## src/rtl/cond_branch_unit.sv

```systemverilog
module cond_branch_unit (
  input  logic        clk,
  input  logic        rst,
  input  logic        in_valid,
  output logic        in_ready,
  input  logic [31:0] instr,
  input  logic [31:0] pc,
  input  logic [31:0] cr,
  input  logic [31:0] ctr_in,
  output logic        out_valid,
  input  logic        out_ready,
  output logic        taken,
  output logic [31:0] next_pc,
  output logic        ctr_we,
  output logic [31:0] ctr_out,
  output logic        lr_we,
  output logic [31:0] lr_out,
  output logic        hint,
  output logic        not_branch
);
  localparam logic [5:0] OPC_BC = 6'd16;

  logic [4:0]  bo, bi;
  logic [13:0] bd;
  logic        aa, lk, is_br;
  logic [31:0] disp, seq_pc, tgt_pc, ctr_next;
  logic        ctr_ok, cond_ok, take, accept;

  assign is_br  = instr[31:26] == OPC_BC;
  assign bo     = instr[25:21];
  assign bi     = instr[20:16];
  assign bd     = instr[15:2];
  assign aa     = instr[1];
  assign lk     = instr[0];

  assign disp     = {{16{bd[13]}}, bd, 2'b00};
  assign seq_pc   = pc + 32'd4;
  assign tgt_pc   = aa ? disp : pc + disp;
  assign ctr_next = bo[2] ? ctr_in : ctr_in - 32'd1;
  assign ctr_ok   = bo[2] | ((ctr_next != 32'd0) ^ bo[1]);
  assign cond_ok  = bo[4] | (cr[5'd31 - bi] == bo[3]);
  assign take     = is_br & ctr_ok & cond_ok;

  assign in_ready = !out_valid || out_ready;
  assign accept   = in_valid && in_ready;

  always_ff @(posedge clk) begin
    if (rst) begin
      out_valid  <= 1'b0;
      taken      <= 1'b0;
      next_pc    <= '0;
      ctr_we     <= 1'b0;
      ctr_out    <= '0;
      lr_we      <= 1'b0;
      lr_out     <= '0;
      hint       <= 1'b0;
      not_branch <= 1'b0;
    end else if (accept) begin
      out_valid  <= 1'b1;
      taken      <= take;
      next_pc    <= take ? tgt_pc : seq_pc;
      ctr_we     <= is_br & ~bo[2];
      ctr_out    <= is_br ? ctr_next : ctr_in;
      lr_we      <= is_br & lk;
      lr_out     <= seq_pc;
      hint       <= is_br & bo[0];
      not_branch <= ~is_br;
    end else if (out_ready) begin
      out_valid  <= 1'b0;
    end
  end
endmodule


```

## config.mk

```make
export PLATFORM = sky130hd
export DESIGN_NAME = cond_branch_unit
export DESIGN_NICKNAME = d
export VERILOG_FILES = /design/src/rtl/cond_branch_unit.sv
export SDC_FILE = /design/constraint.sdc
export NUM_CORES = 1
export LEC_CHECK = 0
export CORE_MARGIN = 1.5
export CORE_UTILIZATION = 44
export CTS_BUF_LIST = sky130_fd_sc_hd__clkbuf_8
export CTS_CLUSTER_DIAMETER = 150
export DETAILED_ROUTE_END_ITERATION = 10
export PLACE_DENSITY = 0.82
export SYNTH_ARGS = -nofsm -noshare
export SYNTH_HDL_FRONTEND = slang
export SYNTH_SLANG_ARGS = --single-unit
export TNS_END_PERCENT = 30
```

## constraint.sdc

```tcl
create_clock -name clk -period 3.4 [get_ports clk]
set_input_delay 0.51 -clock clk [delete_from_list [all_inputs] [get_ports clk]]
set_output_delay 0.51 -clock clk [all_outputs]
set_load 0.02 [all_outputs]
```

---- Yosys cells after proc, flatten, opt, wreduce, memory -nomap -nowiden ----
Index checks and enable logic that the tools add are counted.
cells by class
  add/sub/neg operators ................... 4
  $lt $le $gt $ge ......................... 1
  equality and inequality tests ........... 2
  mux-type cells .......................... 8
  bitwise gates (word level) .............. 10
  reductions and logical operators ........ 5
operator list
  cell                                                        number
  2-to-1 mux 32 bit                                           4
  adder 32 x 3 -> 32 bit, second input constant               1
  adder 32 bit                                                1
  nonzero test 32 bit                                         1
  subtractor 32 x 1 -> 32 bit, second input constant          1
  equality test 6 x 5 -> 1 bit, second input constant         1
  less-than comparator 5 x 6 -> 1 bit, second input constant  1
  AND 1 bit                                                   5
  binary-select mux 1 bit (select 5 bit)                      1
  subtractor 5 bit, first input constant                      1
  2-to-1 mux 1 bit                                            3
  NOT 1 bit                                                   2
  bitwise OR 1 bit                                            2
  nonzero test 2 bit                                          1
  equality test 1 bit                                         1
  logical AND 1 bit                                           1
  zero test 1 bit                                             1
  logical OR 1 bit                                            1
  bitwise XOR 1 bit                                           1
storage, ports and cells
  register bits after elaboration ......... 102
  bits of input ports ..................... 132
  output and inout bits ................... 103
  word-level logic and storage cells ...... 39

---- Longest topological paths before layout ----
  depth after elaboration ................. 8
  depth in mapped cells ................... 13
  mapped depth without buffers ............ 12

---- Least setup slack after synthesis ----
OpenSTA, ideal clock, no wires.
  path type ............................... input -> register
  from .................................... input instr[17]
  to ...................................... register next_pc[15]
  setup time .............................. 0.132 ns
  arrival ................................. 3.181 ns
  required time ........................... 3.268 ns
  setup slack ............................. 0.088 ns
  cell stages on the path ................. 11
  cells stage by stage .................... clkbuf_1 mux4_2 mux2_2 nand3_1 nand4_1 mux2_2 a311o_4 nor3_4 buf_4 o21a_1 nor3_1
on the way
  word-level cells in the longest chain between the ends .. 7
RTL lines
  what                                    line  source
  start: declaration                      6     input logic [31:0] instr,
  subtractor 5 bit                        41    assign cond_ok = bo[4] | (cr[5'd31 - bi] == bo[3]);
  binary-select mux 1 bit (select 5 bit)  41
  2-to-1 mux 1 bit (implied by the code)  41
  equality test 1 bit                     41
  bitwise OR 1 bit                        41
  AND 1 bit                               42    assign take = is_br & ctr_ok & cond_ok;
  2-to-1 mux 32 bit                       61    next_pc <= take ? tgt_pc : seq_pc;
  end signal: assignment                  61
  end: declaration                        13    output logic [31:0] next_pc,
No other way between the ends. The select of a mux whose other input is x is not followed.
A chain may end at the register's enable or synchronous reset.

---- Final worst setup path ----
  from .................................... input instr[16]
  to ...................................... register next_pc[26]
Same word-level chain as after synthesis.

==> impl_results.md <==
* Status: completed
* Synth Instances at 931
* Multi-input logic area at 5040 um2
* Reg2reg start: out_valid
* Critical Path Fanout Max at 13
* I/O pin count at 235
* Final worst slack at 134 ps
* Ys Warns at 0
* Clock root buffer: clkbuf_8
* CTS resizes at 0
* PwrDens at 313 nW/um2
* DRT iter0 DRCs at 637
* Drt via density at 5.66
* Fmax at 306 MHz
* Inserted Clock Buffers at 9
* Slew margin rel. at 0.481
* Port Buffers at 234
* H-tree Lvls at 3
* Endpoints failing setup at 0
* Met1 Resource Use GR at 0.345
* Fin. Hold Viols at 0
* Die area at 17,500 um2
* Clock skew at 7.62 ps
* Synth top area cells: dfxtp_1 (28%), ha_1 (5.3%), nor2_1 (4.9%)
* CP endpoint kind: register
* Max-cap viol count at 0
* Number of synthesized flops with an enable pin at 0
* Most used routing layer: met2
* FILL cells at 1,378
* Share of post-route cells with drive strength above 1 at 0.153
* Minimum clock period at 3270 ps
* Total GRT Usage at 0.273
* Die height at 132 um
* Vias in the first global route at 7,952
* Die span in x at 132 um
* Clock slew seen by the registers of the worst setup and hold paths at 100 ps
* Yosys reg bits at 102
* Setup Crit Path Kind: primary input to register
* Nets at 1,407
* Std cell rows at 47
* Req. time, crit path at 3680 ps
* Worst slew pin tran at 776 ps
* DRC violations left at 0
* DRT antenna net count at 0
* Placed Area at 10,700 um2
* DR vias at 8,304
* Synth Area per Inst at 7.89 um2
* Setup TNS at 0 ps
* Static leakage at 4.22 nW
* Detailed Routing Iterations Pass 1 at 7
* Clock Latency Late Sink at 390 ps
* Layout area overhead at 49.3%
* CTS tree: built
* GR Layer Usage met3 at 0.0596
* Met2 usage at 0.460
* Worst VDD drop at 236 uV
* Final Wtd Congestion at 0.915
* Ys flop type: dfxtp_1
* # hold bufs at CTS at 0
* Cell area after layout at 11,000 um2
* Post-synth cell types at 73
* Antenna fix cells at 0
* Sequential area share after synthesis at 0.278
* Post-layout util at 0.666
* Global route overflow at 0
* Initial Util at 0.446
* Clock sinks at 102
* Post-synth top area share at 0.278
* Arrival time worst endpoint at 3540 ps
* Post-DP HPWL at 19,200 um
* Hold Crit Class: register to register
* Critical path launch point: instr[16]
* Drt wl/cell at 16.7 um
* Synth Net Count at 1,095
* Post-Syn Area at 7350 um2
* Postcts setup bufs at 0
* Initial antenna violation count at 0
* Core area at 16,500 um2
* CP startpoint kind: primary input
* Clock Tree Buf Depth at 2
* Largest net degree at the start of global routing at 58
* RSZ-0062 raised after global routing: yes
* Sequential Area at 2040 um2
* Post-synth top area cell: dfxtp_1
* First-pass GRT wire length at 39,100 um
* Async SR Flop Fraction at 0
* WL final at 24,600 um
* Place WS at -330 ps
* Hold_sp: lr_out[0]
* Pins Over Slew Limit at 0
* Period utilization at 0.961
-- where the power goes --
group          switching, mW  internal [mW]
combinational          0.630          0.634
sequential            0.0512           1.28
clock                  0.466          0.365
total                   1.15           2.28
-- layout make-up --
class	count	share of cell area
inverter	14	0.00479
tap	220	0.0251
timing repair buffer	364	0.305
clock buffer	10	0.0125
multi-input combinational	752	0.460
clock inverter	6	0.00616
sequential	102	0.186
-- state kept, by name (all words and copies together) (netlist names) --
register / count
ctr_out: 32
ctr_we: 1
hint: 1
lr_out: 32
lr_we: 1
next_pc: 32
not_branch: 1
out_valid: 1
taken: 1
-- metal layers --
metal / share of wire / vias up
li1: - / 4048
met3: 0.075 / 50
met1: 0.43 / 3872
met5: 0 / -
met4: 0.024 / 0
met2: 0.47 / 334
-- final timing paths --
check                           slack, ps           to  depth (start not counted)
worst max-delay path                  130  next_pc[26]                         11
worst min-delay path                  460    lr_out[0]                          2
worst max register to register       1630  next_pc[31]                          5
worst min register to register        460    lr_out[0]                          2
-- cell families after synthesis --
| kind of cell | count (synthesis) | share of synthesized area |
|---|---|---|
| XOR/XNOR | 75 | 0.0894 |
| flip-flops | 102 | 0.278 |
| AO/OA/AOI/OAI | 270 | 0.245 |
| AND/OR/NAND/NOR | 352 | 0.245 |
| multiplexers | 23 | 0.0424 |
| buffers and inverters | 77 | 0.0446 |
| adder cells (fa/ha/maj) | 32 | 0.0555 |
-- through the flow --
| stage | cells | hold WS (ps) | power (mW) |
|---|---|---|---|
| 3_3_place_gp | 1452 | 438 | 2.58 |
| 4_1_cts | 1468 | 465 | 3.43 |
| 6_report | 1468 | 460 | 3.43 |
| 3_5_place_dp | 1452 | 449 | 2.60 |
| 2_1_floorplan | 931 | 530 | 1.99 |
| 5_1_grt | 1468 | 484 | 3.60 |
-- Yosys cell counts, types with 5 or more instances --
master / count
nand4_1: 13
nor2b_1: 10
inv_1: 14
mux4_2: 6
nor4_1: 16
nand2b_1: 9
nor3_1: 31
dfxtp_1: 102
xor2_1: 35
nor2_1: 95
nor3b_1: 6
a21o_1: 23
or2_2: 5
or3_1: 10
o21ai_1: 10
a211oi_1: 46
mux2_2: 5
or4_1: 7
xnor2_1: 40
o21a_1: 7
a311oi_1: 10
and3_1: 9
o211ai_1: 14
a21oi_1: 60
o21ai_0: 50
o22ai_1: 7
nand3_1: 24
nand2_1: 90
clkbuf_1: 49
ha_1: 31
mux2i_1: 12
-- cell usage in the layout (no fill, tap or decap), types with 35 or more instances in the layout --
cell type	synthesis	routed
xor2_1	35	35
a21oi_1	60	59
nor2_1	95	95
dfxtp_1	102	102
nand2_1	90	90
buf_4	3	127
o21ai_0	50	49
a211oi_1	46	45
clkdlybuf4s50_1	0	233
xnor2_1	40	40
-- worst max-delay path: stages --
cell and delay [ps]:
clkdlybuf4s50_1 630, mux4_2 530, mux2_2 270, nand3_1 80
nand4_1 110, mux2_2 340, a311o_4 440, nor3_4 230
buf_12 160, a21boi_1 160, a21oi_1 70
Power figures use the tool's default switching activity.
